==> config.mk <==
export PLATFORM = sky130hd
export DESIGN_NAME = scan_shift_driver
export DESIGN_NICKNAME = d
export VERILOG_FILES = /design/src/rtl/scan_pkg.sv /design/src/rtl/scan_chain.sv /design/src/rtl/scan_out_map.sv /design/src/rtl/scan_cascade.sv /design/src/rtl/scan_shift_driver.sv
export SDC_FILE = /design/constraint.sdc
export NUM_CORES = 1
export LEC_CHECK = 0
export BUFFER_PORTS_ARGS = -buffer_cell sky130_fd_sc_hd__clkbuf_2
export CAP_MARGIN = 0
export CELL_PAD_IN_SITES_DETAIL_PLACEMENT = 1
export CELL_PAD_IN_SITES_GLOBAL_PLACEMENT = 1
export CORE_MARGIN = 2
export CORE_UTILIZATION = 41
export CTS_CLUSTER_DIAMETER = 60
export DETAILED_ROUTE_END_ITERATION = 7
export GPL_TIMING_DRIVEN = 0
export PLACE_DENSITY_LB_ADDON = 0.1
export SLEW_MARGIN = 25
export SYNTH_ARGS = -nofsm -noshare
export SYNTH_HDL_FRONTEND = slang
export SYNTH_SLANG_ARGS = --single-unit
==> constraint.sdc <==
create_clock -name clk_i -period 1.2 [get_ports clk_i]
set_clock_uncertainty 0.15 [all_clocks]
set_input_delay 0 -clock clk_i [delete_from_list [all_inputs] [get_ports clk_i]]
set_output_delay 0 -clock clk_i [all_outputs]
set_load 0.01 [all_outputs]
==> src/rtl/scan_pkg.sv <==
package scan_pkg;
  typedef enum logic {
    SCAN_LEFT  = 1'b0,
    SCAN_RIGHT = 1'b1
  } scan_dir_e;
endpackage

==> src/rtl/scan_chain.sv <==
module scan_chain #(
  parameter int N_OUT = 128
) (
  input  logic             clk_i,
  input  logic             rst_ni,
  input  logic             start_i,
  output logic [N_OUT-1:0] chain_o
);
  logic [N_OUT-1:0] chain_q;

  // index is scan order: 0 is the first position after capture
  always_ff @(posedge clk_i or negedge rst_ni) begin
    if (!rst_ni) chain_q <= '0;
    else         chain_q <= {chain_q[N_OUT-2:0], start_i};
  end

  assign chain_o = chain_q;


  capture_chk: assert property (@(posedge clk_i) disable iff (!rst_ni)
    start_i |=> chain_q[0]);


  advance_chk: assert property (@(posedge clk_i) disable iff (!rst_ni)
    chain_q[0] |=> chain_q[1]);
endmodule

==> src/rtl/scan_out_map.sv <==
module scan_out_map #(
  parameter int N_OUT   = 128,
  parameter int N_SHORT = 120
) (
  input  logic [N_OUT-1:0] chain_i,
  input  logic             dir_right_i,
  input  logic             short_i,
  input  logic             blank_i,
  output logic [N_OUT-1:0] scan_o
);
  logic [N_OUT-1:0] live;

  // mask positions past the short span in scan order
  for (genvar k = 0; k < N_OUT; k++) begin : g_live
    if (k < N_SHORT) begin : g_keep
      assign live[k] = chain_i[k];
    end else begin : g_spare
      assign live[k] = chain_i[k] & ~short_i;
    end
  end

  for (genvar i = 0; i < N_OUT; i++) begin : g_phys
    assign scan_o[i] = ~blank_i & (dir_right_i ? live[i] : live[N_OUT-1-i]);
  end
endmodule

==> src/rtl/scan_cascade.sv <==
module scan_cascade (
  input  logic clk_i,
  input  logic rst_ni,
  input  logic dir_right_i,
  input  logic short_i,
  input  logic tap_long_i,
  input  logic tap_short_i,
  input  logic start_r_i,
  input  logic start_l_i,
  output logic shift_in_o,
  output logic start_r_o,
  output logic start_r_oe_o,
  output logic start_l_o,
  output logic start_l_oe_o
);
  logic casc_q;
  logic tap;

  assign tap = short_i ? tap_short_i : tap_long_i;

  // falling-edge stage: rises at the end of the last pulse, drops one period later
  always_ff @(negedge clk_i or negedge rst_ni) begin
    if (!rst_ni) casc_q <= 1'b0;
    else         casc_q <= tap;
  end

  assign shift_in_o   = dir_right_i ? start_r_i : start_l_i;
  assign start_l_oe_o = dir_right_i;
  assign start_r_oe_o = ~dir_right_i;
  assign start_l_o    = dir_right_i & casc_q;
  assign start_r_o    = ~dir_right_i & casc_q;


  casc_long_chk: assert property (@(negedge clk_i) disable iff (!rst_ni)
    (!short_i && tap_long_i) |=> casc_q);


  casc_short_chk: assert property (@(negedge clk_i) disable iff (!rst_ni)
    (short_i && tap_short_i) |=> casc_q);


  steer_chk: assert property (@(posedge clk_i) disable iff (!rst_ni)
    !(start_r_oe_o && start_r_o) && !(start_l_oe_o && start_l_o) ? 1'b1 :
    $onehot({start_r_oe_o, start_l_oe_o}));
endmodule

==> src/rtl/scan_shift_driver.sv <==
module scan_shift_driver
  import scan_pkg::*;
#(
  parameter int N_OUT   = 128,
  parameter int N_SHORT = 120
) (
  input  logic             clk_i,
  input  logic             rst_ni,
  input  logic             mode120_i,
  input  logic             dir_right_i,
  input  logic             oe_blank_i,
  input  logic             start_r_i,
  output logic             start_r_o,
  output logic             start_r_oe_o,
  input  logic             start_l_i,
  output logic             start_l_o,
  output logic             start_l_oe_o,
  output logic [N_OUT-1:0] scan_o
);
  localparam int N_SPARE = N_OUT - N_SHORT;

  logic [N_OUT-1:0] chain;
  logic             shift_in;
  logic             dir_right;

  assign dir_right = (scan_dir_e'(dir_right_i) == SCAN_RIGHT);

  scan_cascade u_casc (
    .clk_i        (clk_i),
    .rst_ni       (rst_ni),
    .dir_right_i  (dir_right),
    .short_i      (mode120_i),
    .tap_long_i   (chain[N_OUT-1]),
    .tap_short_i  (chain[N_SHORT-1]),
    .start_r_i    (start_r_i),
    .start_l_i    (start_l_i),
    .shift_in_o   (shift_in),
    .start_r_o    (start_r_o),
    .start_r_oe_o (start_r_oe_o),
    .start_l_o    (start_l_o),
    .start_l_oe_o (start_l_oe_o)
  );

  scan_chain #(.N_OUT(N_OUT)) u_chain (
    .clk_i   (clk_i),
    .rst_ni  (rst_ni),
    .start_i (shift_in),
    .chain_o (chain)
  );

  scan_out_map #(.N_OUT(N_OUT), .N_SHORT(N_SHORT)) u_map (
    .chain_i     (chain),
    .dir_right_i (dir_right),
    .short_i     (mode120_i),
    .blank_i     (oe_blank_i),
    .scan_o      (scan_o)
  );


  mask_right_chk: assert property (@(posedge clk_i) disable iff (!rst_ni)
    (mode120_i && dir_right_i) |-> (scan_o[N_OUT-1:N_SHORT] == '0));


  mask_left_chk: assert property (@(posedge clk_i) disable iff (!rst_ni)
    (mode120_i && !dir_right_i) |-> (scan_o[N_SPARE-1:0] == '0));


  blank_chk: assert property (@(posedge clk_i) disable iff (!rst_ni)
    oe_blank_i |-> (scan_o == '0));
endmodule

==> results of run 1 <==
## stage by stage
stage               power [mW]  utilization, %  std cells  cell area (sq um)
CTS                       10.6            56.8        795               7110
global placement          5.54            49.0        722               6140
finish                    10.5            57.9        810               7250
floorplan                 5.16               -        414               5240
detailed placement        5.57            49.3        723               6170
global route              11.0            57.9        810               7250
## layer usage
metal	wire [um]	vias to the layer above	GRT usage (%)
met2	7120	88	35.0
li1	-	1807	-
met5	0	-	0
met3	487	12	4.84
met4	142	0	6.67
met1	6090	2016	27.5
## sequential cells by signal, indices dropped and copies added (netlist names)
register / cells
u_casc.casc_q: 1
u_chain.chain_o: 128
## power by group
group	switching [mW]	internal [mW]
clock network	1.77	3.20
logic	0.553	0.404
registers	0.108	4.49
total	2.43	8.09
## path summary, 6_finish.rpt
check | endpoint | slack [ps] | cells past startpoint | from
setup reg to reg | u_casc.casc_q | -360 | 2 | u_chain.chain_o[127]
setup / recovery | start_r_o | -600 | 2 | u_casc.casc_q
hold / removal | u_chain.chain_o[4] | -600 | 1 | rst_ni
max in group asynchronous | u_casc.casc_q | 270 | 2 | rst_ni
hold reg to reg | u_chain.chain_o[114] | 240 | 0 | u_chain.chain_o[113]
min in group clk_i | start_l_oe_o | 40 | 2 | dir_right_i
## layout make-up
type | count | area share (%)
inverter | 1 | 0.0518
multi-input combinational | 254 | 25.5
sequential | 129 | 44.6
timing repair buffer | 193 | 16.1
clock inverter | 6 | 1.11
tap | 172 | 2.97
buffer | 30 | 3.04
clock buffer | 25 | 6.70
## cells in the final DEF (no fill, tap or decap), drive strengths merged
cell,instances
mux2,1
inv,1
buf,94
mux2i,112
a21o,1
dfrtn,1
dlygate4sd3,3
dfrtp,128
clkbuf,151
nor2,113
bufinv,2
a22o,16
clkinv,4
nor2b,10
and2,1
## critical path, delay by kind of cell, from the launching register on
kind,cells,cell delay [ps]
buf+inv,1,100
simple gates,1,150
flops,1,410
## logic make-up after synthesis
kind of cell / count (synthesis) / share of synthesized area (%)
AOI/OAI and AO/OA: 17 / 2.83
buffers and inverters: 31 / 4.24
and+or+nand+nor: 124 / 9.48
muxes: 113 / 21.7
DFF: 129 / 61.8
## repair_timing
| item | in CTS | in global routing |
|---|---|---|
| setup buffers | 38 | 15 |
| endpoints found under the setup margin | 131 | 131 |
| pin swaps | 8 | 5 |
| hold endpoints to repair | 129 | 128 |
| gates resized for setup | 15 | 19 |
==> reports/summary.txt, run 1 <==
Die area = 13,700 sq um
Violation count after the first detailed-route iteration = 122
Maximum Capacitance Violations = 0
Setup WS pre-CTS = -331 ps
WL/cell = 17.1 um
Gr ovfl total = 0
Setup tns final = -15,860 ps
P_leak = 3.99 nW
CTS tree = built
Top-count cell post-synth = dfrtp_1
Flops & latches, synth = 129
GPL Wtd Cong = 0.717
Post-synth net total = 421
Hpwl dp = 8780 um
Arrival @ worst endpoint = 1650 ps
Main synth FF type = dfrtp_1
CP Launch Type = flip-flop
Share of cells above drive strength 1 = 39.8%
# clock sinks = 129
Critical Path, Cell by Cell = nor2b_4 -> buf_6
IR drop worst, VDD = 0.828 mV
Core Region = 12,500 sq um
First-pass GRT wire length = 21,500 um
Synth top area share = 61.3%
Crit. End Element = output pin
Chip height = 117 um
Register area share after synthesis = 61.8%
Post-Synthesis Cell Area = 5230 sq um
Synth unique cells = 15
Syn. warnings = 0
Commonest cells post-synth = 128 x dfrtp_1, 112 x mux2i_1, 112 x nor2_1
WHS = -598 ps
Pwr/cell area = 1450 nW/um^2
Synthesized area per cell = 12.6 sq um
# DRC = 0
Clock root buffer = clkbuf_16
EDFF count, synth = 0
Clock Pin Slew Worst Setup and Hold Paths = 60 ps
Largest net degree at the start of global routing = 74
# rows = 41
Vias per inst = 4.84
Asr flop ratio synth = 100%
Starting Density = 41.7%
Run status = finished with violations
Total number of vias = 3,923
Worst skew pair latency = 410 ps
Final Hold Viols = 128
CP required = 1050 ps
Slew HR = 66.1%
Pre-Repair DR Iteration Count = 4
Max stage delay on crit path = 410 ps
Nets = 633
Area of the multi-input gates = 1850 sq um
Violated checks = hold timing, setup timing
Worst-Margin Slew = 508 ps
H-tree levels = 4
Number of port buffers = 136
Antenna violations before repair = 0
HP Class = in -> async
Number of fill cells = 1,371
Number of diodes = 0
Cell accounting for the most synthesized area = dfrtp_1
Vias in the first global route = 4,071
GR Util All Layers = 21.0%
Final-report setup violation count = 131
Area contributors post-synth = dfrtp_1 61%, mux2i_1 21%, nor2_1 8.0%
Total CTS buffers = 17
Drt total wl = 13,800 um
RSZ-0062 raised after global routing = true
Worst setup path class = reg -> out
Syn Inst Count = 414
Final ANT Viol Nets = 0
Slack of the critical path = -601 ps
Top Ports = 139
Die width = 117 um
Bufs on Longest Clock Path = 2
Post-CTS Hold Buffers = 3
CP max FO = 2
Slowest CP cell = dfrtn_1
Slew Limit Fails = 0
Layout area overhead = 38.7%
Register area = 3230 sq um
Power figures use the tool's default switching activity.
==> run 2, diff against run 1 <==
Clock period 1.2 ns to 1.95 ns, I/O delays scaled along.
==> run 2 against run 1 <==
Against the previous run: the flow still finishes with violations (hold timing, setup timing); largest cell class unchanged; register-to-register slack improved by 350 ps; largest power group unchanged; critical path depth did not move; sequential share of layout area rose by 3.2 points; combinational power fell by 43%; critical endpoint unchanged.
==> reports/summary.txt, run 2 (synthesis gave the netlist of run 1 again) <==
R2R Path End = u_casc.casc_q (unchanged)
Setup tns final = -459 ps (was -15,860 ps)
Total CTS buffers = 17 (unchanged)
Post-CTS Hold Buffers = 3 (unchanged)
Flop-to-flop setup slack = -10 ps (was -360 ps)
Chip height = 117 um (unchanged)
Nets = 581 (was 633)
Critical Path, Cell by Cell = nor2b_4 -> buf_6 (unchanged)
HP Class = in -> async (unchanged)
Worst setup path class = reg -> out (unchanged)
Number of port buffers = 136 (unchanged)
Register area = 3230 sq um (unchanged)
Violation count after the first detailed-route iteration = 150 (was 122)
Final-report setup violation count = 3 (was 131)
Final ANT Viol Nets = 0 (unchanged)
R2R depth = 2 (unchanged)
GPL Wtd Cong = 0.739 (was 0.717)
Violated checks = hold timing, setup timing (unchanged)
Total power = 6.29 mW (was 10.5 mW)
# clock sinks = 129 (unchanged)
Largest net degree at the start of global routing = 79 (was 74)
WHS = -74.7 ps (was -598 ps)
Area of the multi-input gates = 1790 sq um (was 1850 sq um)
Max stage delay on crit path = 410 ps (about the same)
Commonest non-fill, non-tap cell in the layout = clkbuf_2 (was dfrtp_1)
Vias in the first global route = 3,726 (was 4,071)
CTS tree = built (unchanged)
Share of cells above drive strength 1 = 33.3% (was 39.8%)
Antenna violations before repair = 0 (unchanged)
Number of fill cells = 1,355 (was 1,371)
Final Hold Viols = 51 (was 128)
GR Util All Layers = 19.7% (was 21.0%)
Slew HR = 65.7% (was 66.1%)
Slowest CP cell = dfrtn_1 (unchanged)
Worst-Margin Slew = 514 ps (was 508 ps)
Drt total wl = 12,600 um (was 13,800 um)
Crit. End Element = output pin (unchanged)
WL/cell = 16.7 um (was 17.1 um)
CP max FO = 2 (unchanged)
IR drop worst, VDD = 0.596 mV (was 0.828 mV)
Layout area overhead = 29.5% (was 38.7%)
Run status = finished with violations (unchanged)
Maximum Capacitance Violations = 0 (unchanged)
H-tree levels = 4 (unchanged)
P_leak = 3.69 nW (was 3.99 nW)
Pwr/cell area = 930 nW/um^2 (was 1450 nW/um^2)
Die width = 117 um (unchanged)
Starting Density = 41.7% (unchanged)
Die area = 13,700 sq um (unchanged)
Hpwl dp = 8500 um (was 8780 um)
Vias per inst = 4.83 (was 4.84)
Arrival @ worst endpoint = 2030 ps (was 1650 ps)
Pre-Repair DR Iteration Count = 4 (unchanged)
Number of diodes = 0 (unchanged)
Worst skew pair latency = 410 ps (about the same)
Clock Pin Slew Worst Setup and Hold Paths = 50 ps (was 60 ps)
Reg-to-reg startpoint = u_chain.chain_o[127] (unchanged)
Bufs on Longest Clock Path = 2 (unchanged)
Top Ports = 139 (unchanged)
Clock root buffer = clkbuf_16 (unchanged)
Final cell count without fillers = 757 (was 810)
Most frequent cells in the layout = 133 x clkbuf_2, 128 x dfrtp_1, 112 x mux2i_1, 112 x nor2_1, 17 x clkbuf_16 (was 128 x dfrtp_1, 121 x clkbuf_2, 112 x mux2i_1, 112 x nor2_1, 61 x buf_4)
Slack of the critical path = -234 ps (was -601 ps)
Total number of vias = 3,655 (was 3,923)
# DRC = 0 (unchanged)
RSZ-0062 raised after global routing = true (unchanged)
Gr ovfl total = 0 (unchanged)
CP required = 1800 ps (was 1050 ps)
Dpl cells = 723 (unchanged)
CP Launch Type = flip-flop (unchanged)
Slew Limit Fails = 0 (unchanged)
Core Region = 12,500 sq um (unchanged)
Max reg flops = 128 (unchanged)
First-pass GRT wire length = 20,100 um (was 21,500 um)
# rows = 41 (unchanged)
-- run 2: cell count changes in the layout (fill, tap and decap cells not counted), sizes merged --
cell      change
buf          -63
bufinv        -1
clkbuf       +10
clkinvlp      +1
-- run 2: timing repair --
item                       CTS  global route
hold endpoints to repair   129            51
resized for setup            5             5
buffers inserted             1             0
setup endpoints to repair    3             4
-- run 2: per-stage QoR --
stage | hold WS [ps] | worst slack, ps | area (sq um) | util (%)
CTS | -48.9 | -271 | 6750 | 53.9
detailed placement | -173 | 8.53 | 6160 | 49.2
finish | -74.7 | -234 | 6770 | 54.0
global route | -51.9 | -282 | 6770 | 54.0
floorplan | -446 | 61.1 | 5230 | -
global placement | 40.7 | -2060 | 6120 | 48.9
-- run 2: how the worst max path moves through the flow --
stage,cells past startpoint,end,from
after floorplan,2,u_casc.casc_q,u_chain.chain_o[127]
after global placement,1,u_casc.casc_q,rst_ni
after detailed placement,2,u_casc.casc_q,u_chain.chain_o[127]
after CTS,2,start_r_o,u_casc.casc_q
after global routing,2,start_r_o,u_casc.casc_q
final,2,start_r_o,u_casc.casc_q
-- run 2: area by class of cell --
cell class,count,area share (%)
repair buffers,141,11.4
clock inverters,6,0.851
flip-flops and latches,129,47.7
clock buffers,24,7.12
well taps,172,3.18
inverters,1,0.0555
multi-input cells,254,26.5
plain buffers,30,3.22
-- run 2: power breakdown --
| part | internal [mW] | switching (mW) | leakage [nW] |
|---|---|---|---|
| sequential | 2.76 | 0.0652 | 1.69 |
| clock | 1.83 | 1.09 | 0.266 |
| combinational | 0.224 | 0.325 | 1.73 |
-- run 2: critical path: cells and delay by family (launching register included) --
| kind | cells | cell delay [ps] |
|---|---|---|
| flops | 1 | 410 |
| buf+inv | 1 | 110 |
| simple gates | 1 | 160 |
-- run 2: routing by layer --
layer  up-vias  GRT usage [%]  wire length (um)
met2        89           31.2              6050
met1      1853           26.2              5930
li1       1701              -                 -
met3        12           4.79               449
met4         0           7.92               190
met5         -              0                 0
==> run 3, diff against run 2 <==
Settings changed: PLACE_DENSITY from default to 0.76, PLACE_DENSITY_LB_ADDON 0.1 to default.
==> run 3 against run 2 <==
Against the previous run: the run still ends with hold timing, setup timing left; setup slack lost 12 ps; largest cell class unchanged; global-route usage grew 0.12 points; sequential power is essentially flat; final cell count grew 0.40%.
==> reports/summary.txt, run 3 (synthesis gave the netlist of run 1 again) <==
R2R depth = 2 (unchanged)
H-tree levels = 4 (unchanged)
Hpwl dp = 8800 um (was 8500 um)
Maximum Capacitance Violations = 0 (unchanged)
Nets = 582 (was 581)
IR drop worst, VDD = 0.613 mV (was 0.596 mV)
Number of diodes = 0 (unchanged)
CP required = 1800 ps (about the same)
Gr ovfl total = 0 (unchanged)
Core Region = 12,500 sq um (unchanged)
CP bufs+invs = 1 (unchanged)
Commonest non-fill, non-tap cell in the layout = clkbuf_2 (unchanged)
Slowest CP cell = dfrtn_1 (unchanged)
Flop-to-flop setup slack = 0 ps (was -10 ps)
Critical Path Stages = 2 (unchanged)
# clock sinks = 129 (unchanged)
Total CTS buffers = 17 (unchanged)
WL/cell = 17.0 um (was 16.7 um)
Critical Path, Cell by Cell = and2_1 -> buf_2 (was nor2b_4 -> buf_6)
CTS tree = built (unchanged)
Vias per inst = 4.80 (was 4.83)
Most frequent cells in the layout = 133 x clkbuf_2, 128 x dfrtp_1, 112 x mux2i_1, 112 x nor2_1, 17 x clkbuf_16 (unchanged)
Setup tns final = -480 ps (was -459 ps)
Die width = 117 um (unchanged)
Run status = finished with violations (unchanged)
Pre-Repair DR Iteration Count = 4 (unchanged)
HP Class = in -> async (unchanged)
Worst setup path class = reg -> out (unchanged)
GPL Wtd Cong = 0.745 (was 0.739)
Drt total wl = 12,900 um (was 12,600 um)
WHS = -33.2 ps (was -74.7 ps)
Layout area overhead = 30.2% (was 29.5%)
Final-report setup violation count = 2 (was 3)
Top Ports = 139 (unchanged)
Number of fill cells = 1,360 (was 1,355)
GR Util All Layers = 19.8% (was 19.7%)
Antenna violations before repair = 0 (unchanged)
Worst-Margin Slew = 496 ps (was 514 ps)
Violated checks = hold timing, setup timing (unchanged)
Total number of vias = 3,649 (was 3,655)
Max reg flops = 128 (unchanged)
Crit. End Element = output pin (unchanged)
Slew Limit Fails = 0 (unchanged)
Slew HR = 66.9% (was 65.7%)
Arrival @ worst endpoint = 2050 ps (was 2030 ps)
CP top delay family = flip-flops (unchanged)
Clock Pin Slew Worst Setup and Hold Paths = 50 ps (about the same)
CP Launch Type = flip-flop (unchanged)
# rows = 41 (unchanged)
First-pass GRT wire length = 20,300 um (was 20,100 um)
Final ANT Viol Nets = 0 (unchanged)
R2R Path End = u_casc.casc_q (unchanged)
P_leak = 3.72 nW (was 3.69 nW)
Bufs on Longest Clock Path = 2 (unchanged)
Clock root buffer = clkbuf_16 (unchanged)
Reg-to-reg startpoint = u_chain.chain_o[127] (unchanged)
Final Hold Viols = 15 (was 51)
Starting Density = 41.7% (unchanged)
Max stage delay on crit path = 410 ps (about the same)
RSZ-0062 raised after global routing = true (unchanged)
Violation count after the first detailed-route iteration = 114 (was 150)
Number of port buffers = 136 (unchanged)
Die area = 13,700 sq um (unchanged)
Worst skew pair latency = 410 ps (about the same)
Slack of the critical path = -246 ps (was -234 ps)
Total power = 6.45 mW (was 6.29 mW)
Pwr/cell area = 948 nW/um^2 (was 930 nW/um^2)
CP max FO = 2 (unchanged)
Chip height = 117 um (unchanged)
Vias in the first global route = 3,817 (was 3,726)
# DRC = 0 (unchanged)
Largest net degree at the start of global routing = 70 (was 79)
Share of cells above drive strength 1 = 33.5% (was 33.3%)
## run 3: power by group
| group | switching [mW] | internal, mW | total (mW) |
|---|---|---|---|
| sequential | 0.0684 | 2.76 | 2.83 |
| clock | 1.09 | 1.99 | 3.07 |
| combinational | 0.326 | 0.224 | 0.549 |
| total | 1.48 | 4.97 | 6.45 |
## run 3: layout make-up
type	instances	area [sq um]	share of cell area, %
flip-flops and latches	129	3230	47.4
multi-input cells	254	1790	26.3
repair buffers	142	768	11.3
clock buffers	28	537	7.89
plain buffers	30	218	3.20
well taps	172	215	3.16
clock inverters	4	45.0	0.662
inverters	1	3.75	0.0552
## run 3: worst max path at each step
stage,startpoint,endpoint
3_5_place_dp,u_chain.chain_o[127],u_casc.casc_q
6_report,u_casc.casc_q,start_l_o
3_3_place_gp,rst_ni,u_casc.casc_q
5_1_grt,u_casc.casc_q,start_l_o
4_1_cts,u_casc.casc_q,start_l_o
2_1_floorplan,u_chain.chain_o[127],u_casc.casc_q
## run 3: what timing repair did
item / in CTS / in global routing
hold endpoints to repair: 129 / 0
hold buffers: 3 / 0
setup endpoints to repair: 3 / 3
gates resized for setup: 4 / 3
setup buffers: 1 / 1
## run 3: stage by stage
stage	hold slack [ps]	setup WS (ps)	cell area (sq um)	std cells	utilization [%]
floorplan	-446	61.1	5230	414	-
global placement	40.1	-1990	6120	722	48.9
detailed placement	-142	-6.69	6160	723	49.2
CTS	-21.7	-276	6790	759	54.3
global route	16.3	-275	6810	760	54.4
finish	-33.2	-246	6810	760	54.4
## run 3: routing by layer
metal | up-vias | GRT usage (%) | wire length (um)
li1 | 1703 | - | -
met4 | 0 | 6.82 | 157
met5 | - | 0 | 0
met3 | 12 | 4.89 | 405
met1 | 1860 | 26.0 | 5790
met2 | 74 | 32.4 | 6600
